==> src/rtl/mcyc_ctrl_pkg.sv <==
// Package: shared types for the multi-cycle control sequencer.
// Holds the step encoding, the opcode constants and the control word layout.
package mcyc_ctrl_pkg;

    localparam int OP_W    = 6;
    localparam int STATE_W = 4;

    localparam logic [OP_W-1:0] OPC_REG    = 6'h00;
    localparam logic [OP_W-1:0] OPC_LOAD   = 6'h23;
    localparam logic [OP_W-1:0] OPC_STORE  = 6'h2B;
    localparam logic [OP_W-1:0] OPC_BRANCH = 6'h04;
    localparam logic [OP_W-1:0] OPC_JUMP   = 6'h02;

    typedef enum logic [STATE_W-1:0] {
        S_FETCH     = 4'd0,
        S_DECODE    = 4'd1,
        S_ADDR      = 4'd2,
        S_MEM_RD    = 4'd3,
        S_LOAD_WB   = 4'd4,
        S_MEM_WR    = 4'd5,
        S_EXEC      = 4'd6,
        S_REG_DONE  = 4'd7,
        S_BRANCH    = 4'd8,
        S_JUMP      = 4'd9,
        S_EXC_UNDEF = 4'd10,
        S_EXC_OVF   = 4'd11
    } step_t;

    typedef enum logic [2:0] {
        K_REG, K_LOAD, K_STORE, K_BRANCH, K_JUMP, K_UNDEF
    } op_kind_t;

    typedef struct packed {
        logic       pc_wr;
        logic       pc_wr_cond;
        logic       addr_from_alu;
        logic       mem_rd;
        logic       mem_wr;
        logic       ir_wr;
        logic       wb_from_mem;
        logic [1:0] pc_src;
        logic [1:0] alu_op;
        logic       alu_a_sel;
        logic [1:0] alu_b_sel;
        logic       rf_wr;
        logic       rf_dst_rd;
        logic       cause_code;
        logic       cause_wr;
        logic       epc_wr;
    } ctl_word_t;

endpackage

==> src/rtl/mcyc_next_step.sv <==
// Module: next-step logic of the sequencer.
// Classifies the opcode and picks the following step from the current one.
// Assumes the opcode is stable during decode and alu_ovf is valid during execute.
module mcyc_next_step
    import mcyc_ctrl_pkg::*;
#(
    parameter int              W_OP    = OP_W,
    parameter logic [W_OP-1:0] C_REG   = OPC_REG,
    parameter logic [W_OP-1:0] C_LOAD  = OPC_LOAD,
    parameter logic [W_OP-1:0] C_STORE = OPC_STORE,
    parameter logic [W_OP-1:0] C_BRNCH = OPC_BRANCH,
    parameter logic [W_OP-1:0] C_JUMP  = OPC_JUMP
) (
    input  step_t           cur,
    input  logic [W_OP-1:0] opcode,
    input  logic            alu_ovf,
    output step_t           nxt
);

    op_kind_t kind;

    // Map the opcode onto an instruction kind.
    always_comb begin
        if      (opcode == C_REG)   kind = K_REG;
        else if (opcode == C_LOAD)  kind = K_LOAD;
        else if (opcode == C_STORE) kind = K_STORE;
        else if (opcode == C_BRNCH) kind = K_BRANCH;
        else if (opcode == C_JUMP)  kind = K_JUMP;
        else                        kind = K_UNDEF;
    end

    // Choose the next step from the current step, the kind and the overflow flag.
    always_comb begin
        nxt = S_FETCH;
        unique case (cur)
            S_FETCH:  nxt = S_DECODE;
            S_DECODE: begin
                unique case (kind)
                    K_LOAD, K_STORE: nxt = S_ADDR;
                    K_REG:           nxt = S_EXEC;
                    K_BRANCH:        nxt = S_BRANCH;
                    K_JUMP:          nxt = S_JUMP;
                    default:         nxt = S_EXC_UNDEF;
                endcase
            end
            S_ADDR:   nxt = (kind == K_LOAD) ? S_MEM_RD : S_MEM_WR;
            S_MEM_RD: nxt = S_LOAD_WB;
            S_EXEC:   nxt = alu_ovf ? S_EXC_OVF : S_REG_DONE;
            default:  nxt = S_FETCH;
        endcase
    end

endmodule

==> src/rtl/mcyc_ctl_decode.sv <==
// Module: Moore output decode of the sequencer.
// Turns the current step into the full control word; every field that a
// step does not name stays zero.
module mcyc_ctl_decode
    import mcyc_ctrl_pkg::*;
(
    input  step_t     cur,
    output ctl_word_t cw
);

    // Build the control word for the current step, starting from all zero.
    always_comb begin
        cw = '0;
        unique case (cur)
            S_FETCH: begin
                cw.mem_rd    = 1'b1;
                cw.ir_wr     = 1'b1;
                cw.alu_b_sel = 2'b01;
                cw.pc_wr     = 1'b1;
            end
            S_DECODE:  cw.alu_b_sel = 2'b11;
            S_ADDR: begin
                cw.alu_a_sel = 1'b1;
                cw.alu_b_sel = 2'b10;
            end
            S_MEM_RD: begin
                cw.mem_rd        = 1'b1;
                cw.addr_from_alu = 1'b1;
            end
            S_LOAD_WB: begin
                cw.rf_wr       = 1'b1;
                cw.wb_from_mem = 1'b1;
            end
            S_MEM_WR: begin
                cw.mem_wr        = 1'b1;
                cw.addr_from_alu = 1'b1;
            end
            S_EXEC: begin
                cw.alu_a_sel = 1'b1;
                cw.alu_op    = 2'b10;
            end
            S_REG_DONE: begin
                cw.rf_wr     = 1'b1;
                cw.rf_dst_rd = 1'b1;
            end
            S_BRANCH: begin
                cw.alu_a_sel  = 1'b1;
                cw.alu_op     = 2'b01;
                cw.pc_wr_cond = 1'b1;
                cw.pc_src     = 2'b01;
            end
            S_JUMP: begin
                cw.pc_wr  = 1'b1;
                cw.pc_src = 2'b10;
            end
            S_EXC_UNDEF, S_EXC_OVF: begin
                cw.cause_code = (cur == S_EXC_OVF);
                cw.cause_wr   = 1'b1;
                cw.epc_wr     = 1'b1;
                cw.alu_b_sel  = 2'b01;
                cw.alu_op     = 2'b01;
                cw.pc_wr      = 1'b1;
                cw.pc_src     = 2'b11;
            end
            default: cw = '0;
        endcase
    end

endmodule

==> src/rtl/mcyc_ctrl.sv <==
// Module: top of the multi-cycle control sequencer.
// Holds the step register (synchronous active-low reset to fetch), joins the
// next-step and output-decode logic, and spreads the control word onto ports.
// Assumes opcode comes from the instruction register and is held after fetch.
module mcyc_ctrl
    import mcyc_ctrl_pkg::*;
#(
    parameter int W_OP = OP_W
) (
    input  logic            clk,
    input  logic            rst_n,
    input  logic [W_OP-1:0] opcode,
    input  logic            alu_ovf,
    output logic            pc_wr,
    output logic            pc_wr_cond,
    output logic            addr_from_alu,
    output logic            mem_rd,
    output logic            mem_wr,
    output logic            ir_wr,
    output logic            wb_from_mem,
    output logic [1:0]      pc_src,
    output logic [1:0]      alu_op,
    output logic            alu_a_sel,
    output logic [1:0]      alu_b_sel,
    output logic            rf_wr,
    output logic            rf_dst_rd,
    output logic            cause_code,
    output logic            cause_wr,
    output logic            epc_wr
);

    step_t     step_q;
    step_t     step_d;
    ctl_word_t cw;

    mcyc_next_step #(.W_OP(W_OP)) u_next (
        .cur     (step_q),
        .opcode  (opcode),
        .alu_ovf (alu_ovf),
        .nxt     (step_d)
    );

    mcyc_ctl_decode u_dec (
        .cur (step_q),
        .cw  (cw)
    );

    // Step register with synchronous active-low reset to fetch.
    always_ff @(posedge clk) begin
        if (!rst_n) step_q <= S_FETCH;
        else        step_q <= step_d;
    end

    // Spread the control word onto the output ports.
    always_comb begin
        pc_wr         = cw.pc_wr;
        pc_wr_cond    = cw.pc_wr_cond;
        addr_from_alu = cw.addr_from_alu;
        mem_rd        = cw.mem_rd;
        mem_wr        = cw.mem_wr;
        ir_wr         = cw.ir_wr;
        wb_from_mem   = cw.wb_from_mem;
        pc_src        = cw.pc_src;
        alu_op        = cw.alu_op;
        alu_a_sel     = cw.alu_a_sel;
        alu_b_sel     = cw.alu_b_sel;
        rf_wr         = cw.rf_wr;
        rf_dst_rd     = cw.rf_dst_rd;
        cause_code    = cw.cause_code;
        cause_wr      = cw.cause_wr;
        epc_wr        = cw.epc_wr;
    end

    logic op_known;
    assign op_known = (opcode == OPC_REG) || (opcode == OPC_LOAD) ||
                      (opcode == OPC_STORE) || (opcode == OPC_BRANCH) ||
                      (opcode == OPC_JUMP);

    // Reset forces fetch on the next cycle.
    assert_reset_fetch_R1: assert property (@(posedge clk)
        !rst_n |=> (ir_wr && mem_rd && pc_wr));

    // Fetch is always followed by decode.
    assert_fetch_to_decode_R2: assert property (@(posedge clk) disable iff (!rst_n)
        (step_q == S_FETCH) |=> (step_q == S_DECODE));

    // A load memory read is followed by a write-back from memory.
    assert_load_wb_R4: assert property (@(posedge clk) disable iff (!rst_n)
        (mem_rd && addr_from_alu) |=> (rf_wr && wb_from_mem && !rf_dst_rd));

    // Overflow in execute leads to the overflow exception, with no register write.
    assert_no_overflow_wr_R7: assert property (@(posedge clk) disable iff (!rst_n)
        (step_q == S_EXEC && alu_ovf) |=> (cause_wr && cause_code && !rf_wr));

    // An unknown opcode at decode leads to the undefined-instruction exception.
    assert_undef_exc_R10: assert property (@(posedge clk) disable iff (!rst_n)
        (step_q == S_DECODE && !op_known) |=> (cause_wr && !cause_code && epc_wr));

    // Both exception states go back to fetch.
    assert_exc_return_R10: assert property (@(posedge clk) disable iff (!rst_n)
        cause_wr |=> ir_wr);

    // Memory read and write are never requested together.
    assert_mem_excl_R11: assert property (@(posedge clk) disable iff (!rst_n)
        $onehot0({mem_rd, mem_wr}));

endmodule

==> config.mk <==
export PLATFORM = sky130hd
export DESIGN_NAME = mcyc_ctrl
export DESIGN_NICKNAME = d
export VERILOG_FILES = /design/src/rtl/mcyc_ctrl_pkg.sv /design/src/rtl/mcyc_next_step.sv /design/src/rtl/mcyc_ctl_decode.sv /design/src/rtl/mcyc_ctrl.sv
export SDC_FILE = /design/constraint.sdc
export NUM_CORES = 1
export LEC_CHECK = 0
export BUFFER_PORTS_ARGS = -buffer_cell sky130_fd_sc_hd__buf_4
export CAP_MARGIN = 20
export CORE_MARGIN = 3
export CORE_UTILIZATION = 32
export DETAILED_ROUTE_END_ITERATION = 8
export GPL_ROUTABILITY_DRIVEN = 0
export GPL_TIMING_DRIVEN = 0
export MAX_ROUTING_LAYER = met4
export SLEW_MARGIN = 30
export SYNTH_ARGS = -nofsm -noshare
export SYNTH_HDL_FRONTEND = slang
export SYNTH_SLANG_ARGS = --single-unit
==> constraint.sdc <==
create_clock -name clk -period 1.6 [get_ports clk]
set_clock_uncertainty 0.15 [all_clocks]
set_input_delay 0 -clock clk [delete_from_list [all_inputs] [get_ports clk]]
set_output_delay 0 -clock clk [all_outputs]
set_load 0.03 [all_outputs]
==> metrics.md <==
| Metric | Value |
|---|---|
| Final min period | `1510 ps` |
| Setup TNS | `0 ps` |
| WP data required | `1450 ps` |
| Sequential fraction of the synthesis area | `16.9%` |
| Internal power | `387 uW` |
| Reg power frac | `17.3%` |
| Tcrit/Tclk final | `94.6%` |
| CTS tree | `built` |
| Fillers | `135` |
| Cells after synthesis | `64` |
| Sw Pwr | `307 uW` |
| Initial antenna violation count | `0` |
| Clk sinks | `4` |
| Syn Std Cell Area | `474 sq um` |
| Yosys cell types | `30` |
| Number of flops mapped to enable cells by yosys | `0` |
| Post-placement setup slack | `305 ps` |
| DRC | `0` |
| Commonest cells in the netlist | `15 x nor2_1, 5 x nand2b_1, 5 x nor3_1, 4 x dfxtp_1` |
| Vias/cell | `5.28` |
| Die W | `44.5 um` |
| Largest regs | `step_q: 4 flops` |
| RSZ-0062 raised after global routing | `no` |
| Yosys warning count | `0` |
| Number of synthesized register bits | `4` |
| Initial core utilization | `35.1%` |
| Core Area | `1350 sq um` |
| DIE AREA | `1980 sq um` |
| Initial DRC Count | `22` |
| Chip Height | `44.5 um` |
| Hold Violations, Final | `0` |
| Switching fraction of total power | `44.2%` |
| Ys flop type | `dfxtp_1` |
| Comb pwr share | `63.8%` |
| Maximum clock rate | `661 MHz` |
| Layout cell share with drive strength beyond 1 | `41.3%` |
| Post-synth ARST share | `0%` |
| Clock power frac | `18.8%` |
| First-pass iteration count of the detailed router | `4` |
| Max-cap check violation count | `0` |
| Clk buf depth | `2` |
| Rows | `13` |
| # IOs | `28` |
| Largest net degree at the start of global routing | `11` |
| Status | `completed` |
| Largest cells by area after synthesis | `dfxtp_1 17%, nor2_1 12%, nand2b_1 6.6%, xnor2_1 5.5%, nor3_1 5.3%` |
| First-pass GRT wire length | `2340 um` |
| P&R area growth vs syn | `76.5%` |
| Post-Syn Area per Cell | `7.41 sq um` |
| Synth area leader | `dfxtp_1` |
| Post-synth top area share | `16.9%` |
| N_diodes | `0` |
| Top-count cell post-synth | `nor2_1` |
| Routed vias | `628` |
| Vias in the first global route | `551` |
| CP Capture Type | `primary output` |
| Clk slew on worst S/H paths | `40 ps` |
| Drt wl/cell | `11.8 um` |
| IO buf count | `27` |
| LEAKAGE | `0.000375 uW` |
| Slew headroom | `82.4%` |
| Min-delay worst type | `input pin to flop` |
| Skew-Pair Late Insertion Delay | `240 ps` |
| Clock Tree Root | `clkbuf_4` |
| Setup Crit Path Kind | `flop to primary output` |
| CTS HTree Levels | `1` |
| Final Max Slew Viols | `0` |
| Measured slew at the worst slew-check pin | `261 ps` |
| Nets | `115` |
| Post-synth net total | `73` |
| Top reg by flops | `step_q` |
| Total track usage | `16.1%` |
| Critical Path Start Type | `flop` |
| Pwr dens | `828 nW/um^2` |
| Arr. time, crit path | `1360 ps` |
| Final antenna-violating net count | `0` |
| DP Wirelength | `1020 um` |
| Maximum vdd ir drop | `361 uV` |
| Max reg flops | `4` |
| TritonCTS Buffers | `3` |
| Crit path max fanout | `5` |
| Setup-failing EPs final | `0` |
| Fin worst setup slack | `86.6 ps` |
| Routed wire length | `1410 um` |
| Congestion Overflow GR | `0` |
-- cell type report --
type / instances / area [sq um] / share of cell area [%]
Inverter: 1 / 3.75 / 0.448
Clock buffer: 3 / 22.5 / 2.69
Timing Repair Buffer: 37 / 310 / 37.1
Buffer: 5 / 48.8 / 5.83
Multi-Input combinational cell: 54 / 353 / 42.2
Tap cell: 15 / 18.8 / 2.24
Sequential cell: 4 / 80.1 / 9.57
-- worst paths after layout --
path | startpoint | to | slack (ps) | cells after the start
worst max-delay path | step_q[1]$_SDFF_PN0_ | alu_a_sel | 90 | 5
worst min-delay path | opcode[3] | step_q[3]$_SDFF_PN0_ | 420 | 4
worst max register to register | step_q[1]$_SDFF_PN0_ | step_q[2]$_SDFF_PN0_ | 270 | 5
worst min register to register | step_q[1]$_SDFF_PN0_ | step_q[3]$_SDFF_PN0_ | 460 | 2
-- power groups by stage --
stage               clock, uW  combinational, uW  sequential [uW]
floorplan                   0                274              119
global placement            0                405              120
detailed placement          0                406              121
CTS                       127                422              119
global route              143                475              122
finish                    130                443              120
-- cells in the final DEF (no fill, tap or decap) --
cell type	count
mux2_1	1
nand2b_2	1
nor4_1	2
xnor2_1	3
nand2_4	1
a311oi_2	1
dfxtp_1	4
nand4_1	1
and2_1	1
xor2_1	1
buf_6	3
buf_4	30
nand2_1	2
dlygate4sd3_1	8
o32ai_1	2
nand4b_1	2
nor3b_1	1
nand3_1	1
inv_2	1
nor2_1	15
or3_1	1
a221oi_1	1
buf_12	1
nand2b_4	1
a21o_1	1
nand2b_1	4
and4b_1	1
o2111ai_1	1
o21a_1	1
nor3_1	5
a21oi_1	1
o22a_1	1
and2b_2	1
clkbuf_4	3
-- cell families after synthesis --
family          Yosys count  synth area share [%]
compound gates            9                  16.6
xor+xnor                  4                  7.39
buf+inv                   6                  10.3
flops                     4                  16.9
mux                       1                  2.37
simple gates             40                  46.4
-- critical path: stages (launching register included) --
cell	delay, ps
dfxtp_1	320
buf_6	130
inv_2	80
mux2_1	320
nor2_1	100
buf_4	170
-- routing by layer --
layer | vias to the layer above | routed length, um | share of wire, % | global-route usage (%)
met3 | 2 | 101 | 7.2 | 1.22
met2 | 29 | 698 | 50 | 27.8
met5 | - | 0 | 0 | -
li1 | 311 | - | - | -
met1 | 286 | 586 | 42 | 18.6
met4 | 0 | 19 | 1.4 | 7.23
-- timing repair --
action,CTS,global route
endpoints found under the hold margin,4,0
setup endpoints to repair,0,3
resized for setup,0,3
hold buffers,8,0
buffers inserted,0,2
-- metrics by stage --
stage / cell area [sq um] / hold WS (ps) / power [uW] / instances / utilization [%]
2_1_floorplan: 474 / -0.357 / 393 / 64 / -
3_3_place_gp: 696 / 130 / 525 / 106 / 51.5
3_5_place_dp: 696 / 124 / 527 / 106 / 51.5
4_1_cts: 798 / 419 / 669 / 117 / 59.1
5_1_grt: 837 / 460 / 739 / 119 / 62.0
6_report: 837 / 422 / 693 / 119 / 62.0
No activity file was read; power rests on OpenSTA's default activity.
